===== src/rtl/ilv_trim_pkg.sv =====
package ilv_trim_pkg;
  typedef enum logic {
    SEL_OFFSET = 1'b0,
    SEL_GAIN   = 1'b1
  } coef_sel_e;
endpackage


===== src/rtl/ilv_coef_bank.sv =====
module ilv_coef_bank
  import ilv_trim_pkg::*;
#(
  parameter int NCH    = 24,
  parameter int CHW    = 5,
  parameter int OFF_W  = 11,
  parameter int GAIN_W = 12,
  parameter int WD_W   = 12
) (
  input  logic                     clk,
  input  logic                     rst_n,
  input  logic                     wr_en,
  input  logic                     wr_sel,
  input  logic [CHW-1:0]           wr_ch,
  input  logic [WD_W-1:0]          wr_data,
  input  logic [CHW-1:0]           rd_ch,
  output logic signed [OFF_W-1:0]  rd_off,
  output logic [GAIN_W-1:0]        rd_gain
);
  localparam logic [GAIN_W-1:0] GAIN_ONE = GAIN_W'(1) << (GAIN_W - 1);

  logic signed [OFF_W-1:0] off_q  [NCH];
  logic [GAIN_W-1:0]       gain_q [NCH];

  for (genvar i = 0; i < NCH; i++) begin : g_ch
    logic hit, off_en, gain_en;
    always_comb begin
      hit     = wr_en && (wr_ch == CHW'(i));
      off_en  = hit && (wr_sel == SEL_OFFSET);
      gain_en = hit && (wr_sel == SEL_GAIN);
    end

    always_ff @(posedge clk or negedge rst_n) begin
      if (!rst_n) begin
        off_q[i]  <= '0;
        gain_q[i] <= GAIN_ONE;
      end else begin
        if (off_en)  off_q[i]  <= $signed(wr_data[OFF_W-1:0]);
        if (gain_en) gain_q[i] <= wr_data[GAIN_W-1:0];
      end
    end


    gain_write_chk: assert property (@(posedge clk) disable iff (!rst_n)
      (wr_en && wr_sel == SEL_GAIN && wr_ch == CHW'(i))
        |=> (gain_q[i] == $past(wr_data[GAIN_W-1:0])));


    untouched_chk: assert property (@(posedge clk) disable iff (!rst_n)
      (!wr_en || wr_ch != CHW'(i)) |=> ($stable(off_q[i]) && $stable(gain_q[i])));
  end

  always_comb begin
    rd_off  = '0;
    rd_gain = GAIN_ONE;
    for (int i = 0; i < NCH; i++) begin
      if (rd_ch == CHW'(i)) begin
        rd_off  = off_q[i];
        rd_gain = gain_q[i];
      end
    end
  end
endmodule


===== src/rtl/ilv_trim_mul.sv =====
module ilv_trim_mul #(
  parameter int DW     = 10,
  parameter int OFF_W  = 11,
  parameter int GAIN_W = 12,
  parameter int PROD_W = 25
) (
  input  logic                     clk,
  input  logic                     rst_n,
  input  logic                     en,
  input  logic signed [DW-1:0]     x_i,
  input  logic signed [OFF_W-1:0]  off_i,
  input  logic [GAIN_W-1:0]        gain_i,
  output logic signed [PROD_W-1:0] prod_o
);
  localparam int DIFF_W = ((DW > OFF_W) ? DW : OFF_W) + 1;

  logic signed [DIFF_W-1:0] diff;
  logic signed [PROD_W-1:0] prod_d, prod_q;

  always_comb begin
    diff   = DIFF_W'(x_i) - DIFF_W'(off_i);
    prod_d = PROD_W'(diff) * PROD_W'($signed({1'b0, gain_i}));
  end

  always_ff @(posedge clk or negedge rst_n) begin
    if (!rst_n)  prod_q <= '0;
    else if (en) prod_q <= prod_d;
  end

  assign prod_o = prod_q;
endmodule


===== src/rtl/ilv_round_sat.sv =====
module ilv_round_sat #(
  parameter int DW     = 10,
  parameter int FRAC   = 11,
  parameter int PROD_W = 25
) (
  input  logic                     clk,
  input  logic                     rst_n,
  input  logic                     en,
  input  logic signed [PROD_W-1:0] prod_i,
  output logic signed [DW-1:0]     data_o
);
  localparam int RW     = PROD_W + 1;
  localparam int QMAX_I = (1 << (DW - 1)) - 1;
  localparam int QMIN_I = -(1 << (DW - 1));
  localparam logic signed [RW-1:0] HALF = RW'(1 << (FRAC - 1));
  localparam logic signed [RW-1:0] QMAX = RW'(QMAX_I);
  localparam logic signed [RW-1:0] QMIN = RW'(QMIN_I);

  logic signed [RW-1:0] rnd, quo;
  logic signed [DW-1:0] data_d, data_q;

  always_comb begin
    rnd = RW'(prod_i) + HALF;
    quo = rnd >>> FRAC;
    if (quo > QMAX)      data_d = QMAX[DW-1:0];
    else if (quo < QMIN) data_d = QMIN[DW-1:0];
    else                 data_d = quo[DW-1:0];
  end

  always_ff @(posedge clk or negedge rst_n) begin
    if (!rst_n)  data_q <= '0;
    else if (en) data_q <= data_d;
  end

  assign data_o = data_q;


  pos_clamp_chk: assert property (@(posedge clk) disable iff (!rst_n)
    (en && prod_i >= PROD_W'(QMAX_I * (1 << FRAC) + (1 << (FRAC - 1))))
      |=> (data_o == DW'(QMAX_I)));


  neg_clamp_chk: assert property (@(posedge clk) disable iff (!rst_n)
    (en && prod_i < PROD_W'(QMIN_I * (1 << FRAC) - (1 << (FRAC - 1))))
      |=> (data_o == DW'(QMIN_I)));
endmodule


===== src/rtl/ilv_trim_corrector.sv =====
module ilv_trim_corrector #(
  parameter int NCH    = 24,
  parameter int CHW    = 5,
  parameter int DW     = 10,
  parameter int OFF_W  = 11,
  parameter int GAIN_W = 12,
  parameter int WD_W   = (OFF_W > GAIN_W) ? OFF_W : GAIN_W
) (
  input  logic                 clk,
  input  logic                 rst_n,
  input  logic                 in_vld,
  input  logic [CHW-1:0]       in_ch,
  input  logic signed [DW-1:0] in_data,
  input  logic                 cfg_we,
  input  logic                 cfg_sel,
  input  logic [CHW-1:0]       cfg_ch,
  input  logic [WD_W-1:0]      cfg_wdata,
  output logic                 out_vld,
  output logic [CHW-1:0]       out_ch,
  output logic signed [DW-1:0] out_data
);
  localparam int FRAC   = GAIN_W - 1;
  localparam int DIFF_W = ((DW > OFF_W) ? DW : OFF_W) + 1;
  localparam int PROD_W = DIFF_W + GAIN_W + 1;

  logic signed [OFF_W-1:0]  rd_off;
  logic [GAIN_W-1:0]        rd_gain;
  logic                     s1_vld, s2_vld, s3_vld;
  logic [CHW-1:0]           s1_ch, s2_ch, s3_ch;
  logic signed [DW-1:0]     s1_x;
  logic signed [OFF_W-1:0]  s1_off;
  logic [GAIN_W-1:0]        s1_gain;
  logic signed [PROD_W-1:0] s2_prod;

  ilv_coef_bank #(.NCH(NCH), .CHW(CHW), .OFF_W(OFF_W), .GAIN_W(GAIN_W), .WD_W(WD_W)) u_bank (
    .clk(clk), .rst_n(rst_n), .wr_en(cfg_we), .wr_sel(cfg_sel), .wr_ch(cfg_ch),
    .wr_data(cfg_wdata), .rd_ch(in_ch), .rd_off(rd_off), .rd_gain(rd_gain)
  );

  // Stage 1: capture sample with the coefficients current at issue
  always_ff @(posedge clk or negedge rst_n) begin
    if (!rst_n) begin
      s1_vld  <= 1'b0;
      s1_ch   <= '0;
      s1_x    <= '0;
      s1_off  <= '0;
      s1_gain <= '0;
    end else begin
      s1_vld <= in_vld;
      if (in_vld) begin
        s1_ch   <= in_ch;
        s1_x    <= in_data;
        s1_off  <= rd_off;
        s1_gain <= rd_gain;
      end
    end
  end

  // Stage 2: offset removal and multiply
  ilv_trim_mul #(.DW(DW), .OFF_W(OFF_W), .GAIN_W(GAIN_W), .PROD_W(PROD_W)) u_mul (
    .clk(clk), .rst_n(rst_n), .en(s1_vld), .x_i(s1_x), .off_i(s1_off),
    .gain_i(s1_gain), .prod_o(s2_prod)
  );

  always_ff @(posedge clk or negedge rst_n) begin
    if (!rst_n) begin
      s2_vld <= 1'b0;
      s2_ch  <= '0;
      s3_vld <= 1'b0;
      s3_ch  <= '0;
    end else begin
      s2_vld <= s1_vld;
      s3_vld <= s2_vld;
      if (s1_vld) s2_ch <= s1_ch;
      if (s2_vld) s3_ch <= s2_ch;
    end
  end

  // Stage 3: round and clamp
  ilv_round_sat #(.DW(DW), .FRAC(FRAC), .PROD_W(PROD_W)) u_rs (
    .clk(clk), .rst_n(rst_n), .en(s2_vld), .prod_i(s2_prod), .data_o(out_data)
  );

  assign out_vld = s3_vld;
  assign out_ch  = s3_ch;

  // Cycles since reset, saturating, so latency checks never look before reset
  logic [1:0] age_d, age_q;
  always_comb age_d = (age_q == 2'd3) ? age_q : age_q + 2'd1;
  always_ff @(posedge clk or negedge rst_n) begin
    if (!rst_n) age_q <= '0;
    else        age_q <= age_d;
  end


  vld_latency_chk: assert property (@(posedge clk) disable iff (!rst_n)
    (age_q == 2'd3) |-> (out_vld == $past(in_vld, 3)));


  ch_latency_chk: assert property (@(posedge clk) disable iff (!rst_n)
    (age_q == 2'd3 && out_vld) |-> (out_ch == $past(in_ch, 3)));
endmodule


===== config.mk =====
export PLATFORM = sky130hd
export DESIGN_NAME = ilv_trim_corrector
export DESIGN_NICKNAME = d
export VERILOG_FILES = /design/src/rtl/ilv_trim_pkg.sv /design/src/rtl/ilv_coef_bank.sv /design/src/rtl/ilv_trim_mul.sv /design/src/rtl/ilv_round_sat.sv /design/src/rtl/ilv_trim_corrector.sv
export SDC_FILE = /design/constraint.sdc
export NUM_CORES = 1
export LEC_CHECK = 0
export BUFFER_PORTS_ARGS = -buffer_cell sky130_fd_sc_hd__buf_4
export CAP_MARGIN = 20
export CORE_MARGIN = 2
export CORE_UTILIZATION = 35
export CTS_CLUSTER_SIZE = 28
export DETAILED_ROUTE_END_ITERATION = 16
export PLACE_DENSITY = 0.49
export SLEW_MARGIN = 10
export SYNTH_ARGS = -nofsm -noshare
export SYNTH_HDL_FRONTEND = slang
export SYNTH_SLANG_ARGS = --single-unit

===== constraint.sdc =====
create_clock -name clk -period 6.28 [get_ports clk]
set_clock_uncertainty 0.2 [all_clocks]
set_input_delay 0.628 -clock clk [delete_from_list [all_inputs] [get_ports clk]]
set_output_delay 0.628 -clock clk [all_outputs]
set_load 0.03 [all_outputs]

==> metrics.md <==
| Metric | Value |
|---|---|
| Status | finished, violations left |
| Failing checks | setup timing |
| Tot Pwr | 19.67 mW |
| Cell Int Power | 12.58 mW |
| Area contributors post-synth | dfrtp_1, mux2_2, fa_1 |
| Crit-path max FO | 5 |
| Critical Path RT | 6.60 ns |
| Kind of critical path | reg2reg |
| Worst Hold Slack | 0.02651 ns |
| PwrDens | 479.0 nW/µm² |
| Die Area | 104000 µm² |
| CP max stage delay | 0.58 ns |
| Final net count | 3361 |
| Cell area after placement | 37810 µm² |
| Mapped Nets | 3311 |
| Final Hold Fails | 0 |
| Clk pin slew, worst setup/hold paths | 0.06 ns |
| FILL cells | 9455 |
| Setup violators final | 13 |
| Share of cells above drive strength 1 | 0.3507 |
| Worst Max-Slew Pin Slew | 0.9824 ns |
| VDD IR max | 886.1 µV |
| Multi-input logic area | 18430 µm² |
| Worst Hold Path Cells | 3 |
| Sw Share | 0.3602 |
| GR Overflow Total | 0 |
| Length in cells of the worst reg-to-reg path | 25 |
| DR vias | 25320 |
| Root Driver | clkbuf_16 |
| WP buf/inv | 5 |
| Clock sink total | 628 |
| FF-to-FF End | u_mul.prod_o[21] |
| Arr. time, crit path | 7.05 ns |
| P&R area growth vs syn | 15.69% |
| GRT met1 Usage | 0.3053 |
| Core area | 100300 µm² |
| Avg Cell Area, Syn | 11.49 µm² |
| Tightest Hold Check Type | in2reg |
| CP Capture Type | flop |
| H-Tree Depth | 3 |
| GR Util met3 | 0.03146 |
| Synth top area share | 0.4259 |
| Slew Viols, Final | 0 |
| I/O Buffers | 52 |
| Design area | 41060 µm² |
| Vias in the first global route | 26864 |
| Sequential Power Share | 0.259 |
| Cell taking the most area after synthesis | dfrtp_1 |
| Die Wd | 322.4 µm |
| CTS tree | done |
| Gpl congestion | 0.8172 |
| Via density | 5.550 |
| Most common flop cell mapped by yosys | dfrtp_1 |
| CP top delay family | adder cells |
| Mapped Area | 35490 µm² |
| Gr usage total | 0.2218 |
| Fin util | 0.4094 |
| Largest net degree at the start of global routing | 151 |
| Num CTS Buffers | 77 |
| Reg2Reg Launch Point | s1_x[0] |
| Sequential fraction of the synthesis area | 0.4436 |
| Leak | 18.80 nW |
| Initial antenna violation count | 4 |
| Period utilization | 1.072 |
| Initial Util | 0.3539 |
| Clock share of power | 0.237 |
| Top Usage Layer GRT | met2 |
| Final worst slack | -0.4513 ns |
| Die H | 322.4 µm |
| Post-synth cell types | 91 |
| Max_cap viols | 0 |
| Yosys Warn Count | 0 |
| # DRC | 0 |
| First-pass GRT wire length | 173.9 mm |
| Io pins | 53 |
| Routed len/inst | 24.96 µm |
| Syn Inst Count | 3089 |
| Combinational share of power | 0.504 |
| Critical Path Start Type | flop |
| Deepest clock path buffer count | 3 |
| CP most frequent cell | fa_1 |
| Floorplan row count | 116 |
| Ys async rst share | 1.000 |
| NetSw | 7.086 mW |
| DRT antenna net count | 0 |
| Final wirelength | 113.9 mm |
| Hold EP | s1_x[0] |
| 1st-iter DRT viols | 1889 |
| Critical path's slowest cell | fa_1 |
| DP HPWL | 74.36 mm |
| Worst Hold Launch | in_data[0] |
| Initial DRT Pass Iterations | 6 |
| F_max | 0.1486 GHz |
| Yosys reg bits | 628 |
| Post-synth EDFFs | 0 |
| Setup TNS | -4.256 ns |
| Insertion delay to the later sink of the worst-skew pair | 0.66 ns |
| Slew HR | 0.3400 |
| RSZ-0062 raised after global routing | yes |
| Met2 global-route usage | 0.3624 |
| Final min period | 6.731 ns |
| R2R Setup Slk | -0.45 ns |
| Sequential Area | 15750 µm² |
==> cell usage in the layout, fill, tap and decap left out, drive strengths merged, types with 15 or more instances in the layout <==
cell type / n
nor2: 111
nand2b: 73
ha: 85
fa: 100
a221oi: 21
a211oi: 21
mux2: 637
nor2b: 15
inv: 173
a21oi: 141
nand2: 204
o21ai: 108
clkbuf: 118
o221ai: 23
a22oi: 15
nor3: 32
dfstp: 24
nand3: 43
dfrtp: 604
buf: 218
mux2i: 82
xnor2: 16
a31oi: 17
and2: 16
mux4: 22
o22ai: 37
==> layout make-up <==
class	instances	area share
sequential	628	0.3834
inverter	170	0.01554
tap	1357	0.04135
clock buffer	117	0.05604
timing repair buffer	228	0.04641
clock inverter	25	0.008319
antenna	3	0.0001828
multi-input combinational	2034	0.4487
==> metal layers <==
layer,part of all wire,vias up
met3,0.051,167
met1,0.46,13404
li1,-,11057
met4,0.027,0
met2,0.47,692
met5,0,-
==> through the flow <==
step	setup slack, ns	std cells
2_1_floorplan	-0.4136	3089
6_report	-0.4513	4562
3_3_place_gp	-0.7339	4395
5_1_grt	-0.7357	4560
4_1_cts	-0.5088	4553
3_5_place_dp	-0.7244	4395
==> synth_stat cells, drive strengths merged, types with 13 or more instances <==
master,instances
nor3,32
a31oi,17
a22oi,15
o22ai,37
nor2b,15
a211oi,21
dfstp,24
buf,92
xnor2,16
fa,100
inv,170
o21ai,108
a21oi,141
mux2i,82
o211ai,13
dfrtp,604
nor2,111
a221oi,21
a21o,14
nand3,43
ha,85
o21a,13
mux4,22
and2,16
mux2,637
nand2b,73
nand2,204
clkbuf,165
o221ai,23
==> registers in the layout, indices dropped and copies added, names as in the netlist, 10 cells and up <==
signal	flops
u_rs.data_o	10
u_bank.gain_q	288
s1_off	11
s1_gain	12
s1_x	10
u_mul.prod_o	15
u_bank.off_q	264
==> kinds of logic after synthesis <==
kind of cell / synth area share
AO/OA/AOI/OAI: 0.09677
XOR/XNOR: 0.006416
adder cells (fa/ha/maj): 0.08637
buffers and inverters: 0.05017
flip-flops: 0.4436
multiplexers: 0.2392
AND/OR/NAND/NOR: 0.07745
==> power by group through the flow <==
stage	registers, mW	clock network [mW]	logic [mW]
floorplan	5.07	0	6.15
global placement	5.12	0	8.90
detailed placement	5.16	0	9.09
CTS	5.09	4.75	9.63
global route	5.17	4.92	11.2
finish	5.10	4.67	9.90
==> tightest hold or removal path: stages <==
cell and delay [ns]:
buf_4 0.08, nand2_1 0.05, o21ai_0 0.08
==> worst max-delay path by stage <==
stage	start	end	cells after the start
5_1_grt	s1_x[1]	u_mul.prod_o[24]	23
2_1_floorplan	s1_x[1]	u_mul.prod_o[17]	23
4_1_cts	s1_x[0]	u_mul.prod_o[24]	25
6_report	s1_x[0]	u_mul.prod_o[21]	25
3_5_place_dp	s1_x[0]	u_mul.prod_o[23]	28
3_3_place_gp	s1_x[0]	u_mul.prod_o[24]	25
==> timing repair <==
action,4_1_cts,5_1_grt
hold endpoints to repair,86,0
buffers inserted,7,4
hold buffers,9,0
pin swaps,36,32
gates resized for setup,44,37
endpoints found under the setup margin,15,15
(Power assumes the default switching activity.)
